### src/rtl/bcl_pkg.sv
package bcl_pkg;
  typedef enum logic [1:0] {
    LEAF_ZERO = 2'b00,
    LEAF_ONE  = 2'b01,
    LEAF_VAR  = 2'b10,
    LEAF_NVAR = 2'b11
  } leaf_code_e;

  function automatic logic leaf_value(leaf_code_e code, logic v);
    case (code)
      LEAF_ZERO: return 1'b0;
      LEAF_ONE:  return 1'b1;
      LEAF_VAR:  return v;
      default:   return ~v;
    endcase
  endfunction
endpackage

### src/rtl/bcl_cfg_chain.sv
module bcl_cfg_chain #(
  parameter int N = 16
) (
  input  logic         clk,
  input  logic         rst_n,
  input  logic         en,
  input  logic         din,
  output logic [N-1:0] bits,
  output logic         dout,
  output logic         full
);
  localparam int CW = $clog2(N + 1);
  logic [CW-1:0] cnt;

  always_ff @(posedge clk or negedge rst_n) begin
    if (!rst_n) begin
      bits <= '0;
      cnt  <= '0;
    end else if (en) begin
      bits <= {din, bits[N-1:1]};
      if (cnt != CW'(N)) cnt <= cnt + 1'b1;
    end
  end

  assign dout = bits[0];
  assign full = (cnt == CW'(N));

  // a shifted bit enters at the top of the chain
  a_r2_shift_in: assert property (@(posedge clk) disable iff (!rst_n)
    en |=> bits[N-1] == $past(din));
  // the chain holds while shifting is disabled
  a_r3_hold: assert property (@(posedge clk) disable iff (!rst_n)
    !en |=> $stable(bits));
  // the load count never passes the chain length
  a_r6_count_cap: assert property (@(posedge clk) disable iff (!rst_n)
    cnt <= CW'(N));
  // readback presents the next bit after each shift
  a_r8_readback: assert property (@(posedge clk) disable iff (!rst_n)
    en |=> dout == $past(bits[1]));
endmodule

### src/rtl/bcl_leaf_bank.sv
module bcl_leaf_bank
  import bcl_pkg::*;
#(
  parameter int M = 8
) (
  input  logic [2*M-1:0] cfg,
  input  logic           v,
  output logic [M-1:0]   leaf
);
  for (genvar j = 0; j < M; j++) begin : g_leaf
    assign leaf[j] = leaf_value(leaf_code_e'(cfg[2*j +: 2]), v);
  end
endmodule

### src/rtl/bcl_xor_tree.sv
module bcl_xor_tree #(
  parameter int K = 4
) (
  input  logic [(1<<(K-1))-1:0] leaf,
  input  logic [K-1:0]          x,
  output logic                  y
);
  localparam int M = 1 << (K - 1);
  logic [K-2:0]   sel;
  logic [2*M-1:1] node;

  for (genvar i = 0; i < K - 1; i++) begin : g_sel
    assign sel[i] = x[i] ^ x[i+1];
  end

  for (genvar j = 0; j < M; j++) begin : g_leaves
    assign node[M+j] = leaf[j];
  end

  for (genvar d = 0; d < K - 1; d++) begin : g_depth
    for (genvar n = (1 << d); n < (2 << d); n++) begin : g_node
      assign node[n] = sel[K-2-d] ? node[2*n+1] : node[2*n];
    end
  end

  assign y = node[1];
endmodule

### src/rtl/bicond_lut.sv
module bicond_lut #(
  parameter int K = 4
) (
  input  logic         config_clk,
  input  logic         rst_n,
  input  logic         config_en,
  input  logic         config_din,
  output logic         config_dout,
  input  logic [K-1:0] lut_in,
  output logic         lut_out
);
  localparam int M = 1 << (K - 1);
  localparam int N = 2 * M;

  logic [N-1:0] cfg_bits;
  logic         cfg_full;
  logic [M-1:0] leaf;
  logic         tree_y;

  bcl_cfg_chain #(.N(N)) u_chain (
    .clk(config_clk), .rst_n(rst_n), .en(config_en), .din(config_din),
    .bits(cfg_bits), .dout(config_dout), .full(cfg_full)
  );

  bcl_leaf_bank #(.M(M)) u_leaves (
    .cfg(cfg_bits), .v(lut_in[K-1]), .leaf(leaf)
  );

  bcl_xor_tree #(.K(K)) u_tree (
    .leaf(leaf), .x(lut_in), .y(tree_y)
  );

  assign lut_out = cfg_full & tree_y;

  // with a static configuration and steady inputs the output is steady
  a_r3_static_out: assert property (@(posedge config_clk) disable iff (!rst_n)
    (!config_en && $past(!config_en) && $stable(lut_in)) |-> $stable(lut_out));
  // once the full count is reached it is never lost
  a_r6_full_sticky: assert property (@(posedge config_clk) disable iff (!rst_n)
    cfg_full |=> cfg_full);
endmodule

### config.mk
export PLATFORM = sky130hd
export DESIGN_NAME = bicond_lut
export DESIGN_NICKNAME = d
export VERILOG_FILES = /design/src/rtl/bcl_pkg.sv /design/src/rtl/bcl_cfg_chain.sv /design/src/rtl/bcl_leaf_bank.sv /design/src/rtl/bcl_xor_tree.sv /design/src/rtl/bicond_lut.sv
export SDC_FILE = /design/constraint.sdc
export NUM_CORES = 1
export LEC_CHECK = 0
export BUFFER_PORTS_ARGS = -buffer_cell sky130_fd_sc_hd__buf_2
export CORE_MARGIN = 3
export CORE_UTILIZATION = 35
export DETAILED_ROUTE_END_ITERATION = 10
export SETUP_SLACK_MARGIN = 0.5
export SLEW_MARGIN = 40
export SYNTH_ARGS = -nofsm -noshare
export SYNTH_HDL_FRONTEND = slang
export SYNTH_SLANG_ARGS = --single-unit
### constraint.sdc
create_clock -name config_clk -period 1.85 [get_ports config_clk]
set_input_delay 0.0925 -clock config_clk [delete_from_list [all_inputs] [get_ports config_clk]]
set_output_delay 0.0925 -clock config_clk [all_outputs]
set_load 0.005 [all_outputs]
== Word level (Yosys, flattened, before mapping) ==
Cells that the tools add are included.
Word-level totals
  register bits: 21
  bits of input ports: 8
  output and inout bits: 2
  word-level logic and storage cells: 50
Operators by class
  bitwise gates (word level): 5
  equality and inequality tests: 18
  reductions and logical operators: 9
  mux-type cells: 15
  add/subtract/negate cells: 1
Operators with widths (count)
  $pmux 1 s3: 8
  $eq 2x1->1 const B: 8
  $eq 2x2->1 const B: 8
  $logic_not 2->1: 8
  $mux 1: 7
  $add 5x1->5 const B: 1
  $eq 5x5->1 const B: 1
  $ne 5x5->1 const B: 1
  $xor 1x1->1: 3
  $reduce_and 2->1: 1
  $and 1x1->1: 1
  $not 1->1: 1

== Depth between registers and ports, before layout ==
Gate-level depths: netlist (run 1).
  word-level depth: 6
  mapped depth: 6
  gate-level depth less buffers: 6

== By module ==
A second synthesis (run 1) with hierarchy kept.
Unflattened totals
  cell total of the unflattened synthesis: 95
  area, all modules: 1143.6 um2
Modules (own cells, without submodules)
  bcl_cfg_chain: area each 864.6 um2, cells an instance 55, seq. area each 525.5 um2, instances 1
  bcl_xor_tree: area each 167.7 um2, cells an instance 22, seq. area each 0.0 um2, instances 1
  bcl_leaf_bank: area each 105.1 um2, cells an instance 17, seq. area each 0.0 um2, instances 1
  bicond_lut: area each 6.3 um2, cells an instance 1, seq. area each 0.0 um2, instances 1

== Worst setup path after synthesis (run 1) ==
No wires, ideal clock.
  path type: flip-flop to output port
  start point: reg u_chain.cnt[0]
  end point: out lut_out
  arrival: 1382 ps
  buffers on the path: 0
  required time: 1757 ps
  slack: 375 ps
  stages on the path, launching flop included: 7
  path through: dfrtp_1 inv_1 ha_1 nand4bb_4 a41o_1 a311o_1 o22ai_1
On the way
  longest elaborated chain between the ends: 2
Ends and longest elaborated chain
  start, declared: line bcl_cfg_chain.sv:13  | logic [CW-1:0] cnt;
  start signal, assigned: line bcl_cfg_chain.sv:21  | if (cnt != CW'(N)) cnt <= cnt + 1'b1;
  $eq 5x5->1: line bcl_cfg_chain.sv:26  | assign full = (cnt == CW'(N));
  $and 1x1->1: line bicond_lut.sv:33  | assign lut_out = cfg_full & tree_y;
  end, declared: line bicond_lut.sv:10  | output logic lut_out
Every way passes these cells.

== Worst setup path in the final report (run 1) ==
Ends and elaborated chain as after synthesis.

==> flow_metrics.tcl, run 1 <==
set metrics [dict create \
    seqPwrFrac_pct 47.0 \
    grt_first_pass_wirelength_um 3440 \
    fin_area_um2 1370 \
    yosys_register_bits 21 \
    total_power_mw 1.77 \
    dp.cells 136 \
    overflow 0 \
    fin_util_pct 47.6 \
    max_freq_ghz 0.521 \
    postRouteAntennaNets 0 \
    synth_ff_type "dfrtp_1" \
    synth_area_um2 1110 \
    p_int_mw 1.18 \
    fp.dieW_um 62.3 \
    cts_root_buf "clkbuf_4" \
    period_minus_slack_ns 1.92 \
    maxCapViolations 0 \
    whs_ns 0.259 \
    tightest_slew_ns 0.516 \
    cp_slowest_cell "dfrtp_1" \
    peakVddDrop_v 0.000532 \
    power_density_nw_per_um2 1290 \
    core_um2 2880 \
    synth_cell_types 29 \
    routed_wl_um 1960 \
    ios 10 \
    ys_warn_count 0 \
    htree_levels 1 \
    grt_pass1_vias 746 \
    violations "setup timing" \
    viasPerCell 4.81 \
    portBuffers 9 \
    worst-setup-path-type "flip-flop to output pin" \
    ys_top_cells_by_area "dfrtp_1 (47%), mux2_2 (18%), xor2_1 (5.5%), xnor2_1 (4.0%), nand4bb_4 (2.5%)" \
    p_sw_share_pct 33.1 \
    via_count 731 \
    finalSetupViolCount 1 \
    syn_nets 100 \
    start_util_pct 38.5 \
    layout.cells.non_filler 152 \
    cts.clk_slew.worst_paths_ns 0.12 \
    yosysMostFrequentCell "dfrtp_1" \
    nets 121 \
    post-place-ws_ns 0.172 \
    hold_viol_final 0 \
    grt_use_met1_pct 13.8 \
    hp-class "input port to asynchronous set/reset pin" \
    maxSlewHeadroom_pct 64.7 \
    globalplace.congestion 0.812 \
    numCtsBuffers 3 \
    cp-start-kind "flip-flop" \
    cp_num_buf_inv 2 \
    synth_top_cell_by_area "dfrtp_1" \
    cp_max_fo 2 \
    grt_max_degree 22 \
    grt_util_met2_pct 18.0 \
    fin_tns_setup_ns -0.0683 \
    crit_path_end_kind "output pin" \
    diodes 0 \
    avgSynthCellArea_um2 12.3 \
    antenna_found_initial 0 \
    die-area_um2 3880 \
    clk_latency_ns 0.30 \
    syn_inst 90 \
    rsz0062_at_grt "true" \
    power.leakage_nw 0.598 \
    drt_first_pass_iters 4 \
    track_usage_pct 11.1 \
    synth_top_area_share_pct 47.4 \
    gr-usage-met3_pct 4.14 \
    nFillCells 263 \
    hpwl_um 1320 \
    die_height_um 62.3 \
    finClkSkew_ns 0.00256 \
    drive_above_1_share_pct 47.3 \
    path_delay_family "compound AO/OA/AOI/OAI gates" \
    finalCritPeriodShare_pct 104 \
    drv_slew 0 \
    crit_path_max_incr_delay_ns 0.42 \
    postPlaceCellArea_um2 1180 \
    critPathRequiredTime_ns 1.76 \
    clkPwrFrac_pct 12.8 \
    async_reset_ff_share_pct 100 \
    drc 0 \
    pwr-share-comb_pct 40.2 \
    crit_arrival_ns 1.83 \
    cts.sinks 21 \
    grt-busiest-layer "met2" \
    avgRoutedWirePerCell_um 12.9 \
    area_delta_synth_final_pct 23.6 \
    synth_enable_flop_cells 0 \
    cts_tree "built" \
    switching_power_mw 0.586 \
    fin_ws_ns -0.0683 \
    outcome "finished, violations left" \
    ys_top_cells_by_count "dfrtp_1 (21), mux2_2 (18), xor2_1 (7)" \
    path_cells "inv_2 > ha_4 > nand4bb_4 > a41o_1 > a311o_1 > o22ai_1 > buf_2" \
    yosysSeqAreaShare_pct 47.4 \
    row_count 19 \
    drtIter0Drc 48 \
    clockBufferDepth 2 \
]
[final timing paths]
kind / slack, ns / depth (start not counted) / to / start
worst max-delay path: -0.07 / 7 / lut_out / u_chain.cnt[0]
worst min-delay path: 0.26 / 2 / u_chain.bits[10] / rst_n
worst max register to register: 0.03 / 10 / u_chain.cnt[1] / u_chain.cnt[0]
worst min register to register: 0.53 / 1 / u_chain.cnt[3] / u_chain.cnt[3]
max in group asynchronous: 1.27 / 2 / u_chain.bits[0] / rst_n
min in group config_clk: 0.28 / 3 / u_chain.cnt[0] / config_en
[registers in the layout (all words and copies together), names as in the netlist]
signal	count
u_chain.cnt	5
u_chain.bits	16
[cells in the final DEF (no fill, tap or decap), drive strengths merged, types with 2 or more instances in the layout]
cell type    synthesis  routed
inv                  4       4
mux2                18      18
dlygate4sd3          0       2
buf                  3      19
clkbuf               2       3
and3                 2       2
nand2                5       5
xnor2                5       5
dfrtp               21      21
ha                   2       2
o21ai                3       3
xor2                 7       7
nand4                2       2
nor3                 3       3
[per-layer routing]
metal | routed length [um] | part of all wire [%] | up-vias
met5 | 0 | 0 | -
met4 | 18 | 0.92 | 0
met3 | 81 | 4.1 | 2
met2 | 915 | 47 | 10
met1 | 945 | 48 | 362
li1 | - | - | 357
[final cells by class]
class	count	area, um^2	share of cell area (%)
Multi-Input combinational cell	60	596	43.5
Sequential cell	21	526	38.4
Timing Repair Buffer	21	151	11.1
Tap cell	42	52.6	3.84
Clock buffer	3	22.5	1.64
Inverter	4	15.0	1.10
Clock inverter	1	7.51	0.548
[what timing repair did]
item / CTS / global route
pin swaps: 3 / 4
resized for setup: 8 / 7
setup buffers: 7 / 3
setup endpoints to repair: 2 / 4
cloned: 0 / 0
hold endpoints to repair: 22 / 0
hold buffers: 2 / 0
[logic make-up after synthesis]
logic type,share of synthesized area [%]
compound gates,6.21
mux,21.2
buf+inv,4.06
flops,47.4
fa+ha+maj,2.26
xor+xnor,9.48
simple gates,9.37
[power groups by stage]
stage / Sequential, mW / Clock (mW) / Combinational, mW
2_1_floorplan: 0.802 / 0 / 0.414
3_3_place_gp: 0.836 / 0 / 0.492
3_5_place_dp: 0.848 / 0 / 0.503
4_1_cts: 0.822 / 0.237 / 0.624
5_1_grt: 0.863 / 0.264 / 0.783
6_report: 0.832 / 0.226 / 0.712
No activity file was read; power rests on OpenSTA's default activity.
==> run 2, diff against run 1 <==
==> constraint.sdc (replaced) <==
create_clock -name config_clk -period 1.6 [get_ports config_clk]
set_input_delay 0.08 -clock config_clk [delete_from_list [all_inputs] [get_ports config_clk]]
set_output_delay 0.08 -clock config_clk [all_outputs]
set_load 0.005 [all_outputs]
==> flow_metrics.tcl, run 2 (same netlist as run 1, synthesis figures left out) <==
set metrics [dict create \
    hold_viol_final 0 \
    cts_root_buf "clkbuf_4" \
    htree_levels 1 \
    die-area_um2 3880 \
    numCtsBuffers 3 \
    finalCritPeriodShare_pct 118 \
    hold_end "u_chain.cnt[0]" \
    hpwl_um 1330 \
    postRouteAntennaNets 0 \
    whs_ns 0.240 \
    nFillCells 277 \
    viasPerCell 4.88 \
    cp-start-kind "flip-flop" \
    nets 116 \
    rsz0062_at_grt "true" \
    avgRoutedWirePerCell_um 12.8 \
    largestRegisters "u_chain.bits (16), u_chain.cnt (5)" \
    largest_reg_flops 16 \
    finClkSkew_ns 0.000764 \
    portBuffers 9 \
    power.leakage_nw 0.555 \
    antenna_found_initial 0 \
    layout_common_cells "dfrtp_1 (21), mux2_2 (18), buf_2 (9), xor2_1 (7), xnor2_1 (5)" \
    start_util_pct 38.5 \
    core_um2 2880 \
    fp.dieW_um 62.3 \
    fin_ws_ns -0.295 \
    maxCapViolations 0 \
    grt_max_degree 22 \
    dp.cells 139 \
    r2r_end "u_chain.cnt[1]" \
    cp_max_fo 2 \
    drtIter0Drc 25 \
    hp-start "config_en" \
    cts.sinks 21 \
    tightest_slew_ns 0.485 \
    period_minus_slack_ns 1.89 \
    r2r_cells 6 \
    drv_slew 0 \
    outcome "finished, violations left" \
    peakVddDrop_v 0.000542 \
    diodes 0 \
    power_density_nw_per_um2 1490 \
    grt_pass1_vias 706 \
    cts.clk_slew.worst_paths_ns 0.11 \
    routed_wl_um 1890 \
    crit_path_end_kind "output pin" \
    crit_arrival_ns 1.81 \
    via_count 717 \
    drt_first_pass_iters 4 \
    globalplace.congestion 0.807 \
    maxSlewHeadroom_pct 66.8 \
    clockBufferDepth 2 \
    reg2reg_slack_ns 0.18 \
    timing.rr.start "u_chain.cnt[0]" \
    layout_commonest_cell "dfrtp_1" \
    critPathRequiredTime_ns 1.52 \
    hp-class "input port to flip-flop" \
    die_height_um 62.3 \
    top_register "u_chain.bits" \
    clk_latency_ns 0.30 \
    grt_first_pass_wirelength_um 3240 \
    track_usage_pct 10.6 \
    cts_tree "built" \
    finalSetupViolCount 1 \
    drive_above_1_share_pct 40.0 \
    area_delta_synth_final_pct 16.6 \
    max_freq_ghz 0.528 \
    holdPathStages 3 \
    violations "setup timing" \
    overflow 0 \
    drc 0 \
    worst-setup-path-type "flip-flop to output pin" \
    row_count 19 \
    ios 10 \
    layout.cells.non_filler 147 \
]
## run 2: report_power, final
part	leakage (nW)	switching, mW	internal [mW]
Sequential	0.250	0.195	0.751
Clock	0.0150	0.157	0.0972
Combinational	0.290	0.276	0.451
Total	0.555	0.628	1.30
## run 2: per-layer routing
layer	up-vias	GRT usage [%]	part of all wire, %
li1	350	-	-
met2	19	14.2	43
met4	0	6.61	2.4
met1	343	15.0	49
met5	-	0	0
met3	5	2.88	5.6
## run 2: layout make-up
type / count / area (um^2) / share of cell area, %
Tap cell: 42 / 52.6 / 4.07
Sequential cell: 21 / 526 / 40.7
Inverter: 4 / 15.0 / 1.16
Clock buffer: 4 / 26.3 / 2.03
Multi-Input combinational cell: 60 / 567 / 43.9
Timing Repair Buffer: 16 / 106 / 8.23
## run 2: what timing repair did
item | in CTS | in global routing
pin swaps | 1 | 4
gates resized for setup | 2 | 5
setup buffers | 0 | 2
hold buffers | 2 | 0
setup endpoints to repair | 4 | 4
hold endpoints to repair | 22 | 0
## run 2: worst max path at each step
stage | startpoint | endpoint | slack (ns) | cells after the start
after floorplan | u_chain.cnt[0] | lut_out | 0.14 | 6
after global placement | u_chain.bits[14] | lut_out | 0.08 | 5
after detailed placement | u_chain.cnt[0] | lut_out | 0.05 | 7
after CTS | u_chain.cnt[1] | lut_out | -0.31 | 7
after global routing | u_chain.cnt[0] | lut_out | -0.38 | 7
final | u_chain.cnt[0] | lut_out | -0.29 | 7
## run 2: through the flow
stage / worst slack (ns) / instance area (um^2) / power, mW / setup TNS (ns) / utilization [%]
3_3_place_gp: 0.0840 / 1200 / 1.59 / 0 / 41.7
4_1_cts: -0.306 / 1250 / 1.87 / -0.306 / 43.5
6_report: -0.295 / 1290 / 1.93 / -0.295 / 44.9
3_5_place_dp: 0.0503 / 1200 / 1.60 / 0 / 41.7
5_1_grt: -0.380 / 1290 / 2.09 / -0.380 / 44.9
2_1_floorplan: 0.138 / 1110 / 1.41 / 0 / -
## run 2: worst max-delay path: stages (launching register included)
cell	delay (ns)
dfrtp_1	0.39
inv_1	0.06
ha_2	0.18
nand4bb_4	0.11
a41o_1	0.21
a311o_1	0.26
o22ai_1	0.16
buf_2	0.14
==> run 3, diff against run 2 <==
--- a/config.mk
+++ b/config.mk
@@ -14,3 +14,4 @@
 export SYNTH_ARGS = -nofsm -noshare
 export SYNTH_HDL_FRONTEND = slang
 export SYNTH_SLANG_ARGS = --single-unit
+export TNS_END_PERCENT = 10
==> flow_metrics.tcl, run 3 (same netlist as run 1, synthesis figures left out) <==
set metrics [dict create \
    outcome "finished, violations left" \
    violations "setup timing" \
    maxCapViolations 0 \
    avgRoutedWirePerCell_um 12.7 \
    finClkSkew_ns 0.00224 \
    fin_tns_setup_ns -0.275 \
    area_delta_synth_final_pct 19.2 \
    clk_latency_ns 0.30 \
    die_height_um 62.3 \
    start_util_pct 38.5 \
    crit_path_max_incr_delay_ns 0.41 \
    viasPerCell 4.76 \
    numCtsBuffers 3 \
    hold_viol_final 0 \
    path_delay_family "compound AO/OA/AOI/OAI gates" \
    grt_pass1_vias 739 \
    drive_above_1_share_pct 44.3 \
    cp_slowest_cell "dfrtp_1" \
    path_cells "inv_2 > ha_4 > nand4bb_4 > a41o_1 > a311o_1 > o22ai_2 > buf_2" \
    track_usage_pct 10.5 \
    cts.sinks 21 \
    r2r_end "u_chain.cnt[1]" \
    power.leakage_nw 0.567 \
    routed_wl_um 1880 \
    cts_root_buf "clkbuf_4" \
    drv_slew 0 \
    nets 117 \
    whs_ns 0.246 \
    regArea_um2 526 \
    portBuffers 9 \
    nFillCells 267 \
    finalSetupViolCount 1 \
    dp.cells 141 \
    cp_max_fo 2 \
    layout_commonest_cell "dfrtp_1" \
    maxSlewHeadroom_pct 68.9 \
    power_density_nw_per_um2 1490 \
    core_um2 2880 \
    multi_input_area_um2 592 \
    ios 10 \
    clockBufferDepth 2 \
    fp.dieW_um 62.3 \
    timing.rr.start "u_chain.cnt[0]" \
    globalplace.congestion 0.778 \
    overflow 0 \
    postRouteAntennaNets 0 \
    top_register "u_chain.bits" \
    layout_common_cells "dfrtp_1 (21), mux2_2 (18), buf_2 (9), xor2_1 (7), buf_4 (6)" \
    crit_path_end_kind "output pin" \
    drtIter0Drc 27 \
    crit_arrival_ns 1.79 \
    reg2reg_slack_ns 0.20 \
    cp_num_buf_inv 2 \
    layout.cells.non_filler 148 \
    grt_max_degree 22 \
    antenna_found_initial 0 \
    hp-class "input port to asynchronous set/reset pin" \
    max_freq_ghz 0.533 \
    drc 0 \
    die-area_um2 3880 \
    via_count 705 \
    diodes 0 \
    row_count 19 \
    tightest_slew_ns 0.466 \
    rsz0062_at_grt "true" \
    drt_first_pass_iters 4 \
    finalCritPeriodShare_pct 117 \
    largest_reg_flops 16 \
    cts.clk_slew.worst_paths_ns 0.11 \
    r2r_cells 6 \
    largestRegisters "u_chain.bits (16), u_chain.cnt (5)" \
    worst-setup-path-type "flip-flop to output pin" \
    fin_ws_ns -0.275 \
    hpwl_um 1320 \
    cp-start-kind "flip-flop" \
    critPathRequiredTime_ns 1.52 \
    period_minus_slack_ns 1.87 \
    cts_tree "built" \
    grt_first_pass_wirelength_um 3290 \
    htree_levels 1 \
    peakVddDrop_v 0.000521 \
]
-- run 3: worst max path at each step --
stage / from / to / slack, ns / cells past startpoint
floorplan: u_chain.cnt[0] / lut_out / 0.14 / 6
global placement: u_chain.cnt[0] / lut_out / 0.06 / 7
detailed placement: u_chain.cnt[0] / lut_out / 0.04 / 7
CTS: u_chain.cnt[0] / lut_out / -0.32 / 7
global route: u_chain.cnt[1] / lut_out / -0.40 / 7
finish: u_chain.cnt[0] / lut_out / -0.27 / 7
-- run 3: layout make-up --
class | count | share of cell area, %
multi-input cells | 60 | 44.8
flip-flops and latches | 21 | 39.8
repair buffers | 17 | 8.33
well taps | 42 | 3.98
clock buffers | 4 | 1.99
inverters | 4 | 1.14
-- run 3: routing by layer --
| layer | vias to the layer above | track usage [%] | part of all wire [%] |
|---|---|---|---|
| li1 | 351 | - | - |
| met1 | 343 | 12.8 | 47 |
| met2 | 11 | 17.5 | 49 |
| met3 | 0 | 3.78 | 4.6 |
| met4 | 0 | 3.03 | 0 |
| met5 | - | 0 | 0 |
-- run 3: worst reg2reg max path, delay by kind of cell, from the launching register on --
family | cells | cell delay (ns)
DFF | 1 | 0.41
muxes | 1 | 0.33
buffers and inverters | 2 | 0.25
and+or+nand+nor | 2 | 0.18
adders and majority gates | 1 | 0.14
-- run 3: where the power goes --
group / leakage [nW] / switching [mW] / internal [mW]
sequential: 0.250 / 0.191 / 0.751
clock: 0.0150 / 0.159 / 0.0972
combinational: 0.302 / 0.294 / 0.479
total: 0.567 / 0.643 / 1.33
-- run 3: what timing repair did --
action / in CTS / in global routing
hold buffers: 2 / 0
gates cloned: 0 / 0
endpoints found under the hold margin: 22 / 0
gates resized for setup: 4 / 8
setup buffers: 0 / 1
setup endpoints to repair: 4 / 5
pin swaps: 0 / 1
-- run 3: per-stage QoR --
step | total power [mW] | worst slack, ns | util (%) | instance area (um^2)
floorplan | 1.41 | 0.138 | - | 1110
global placement | 1.60 | 0.0618 | 42.2 | 1210
detailed placement | 1.63 | 0.0379 | 42.2 | 1210
CTS | 1.92 | -0.318 | 44.4 | 1280
global route | 2.14 | -0.395 | 45.9 | 1320
finish | 1.97 | -0.275 | 45.9 | 1320
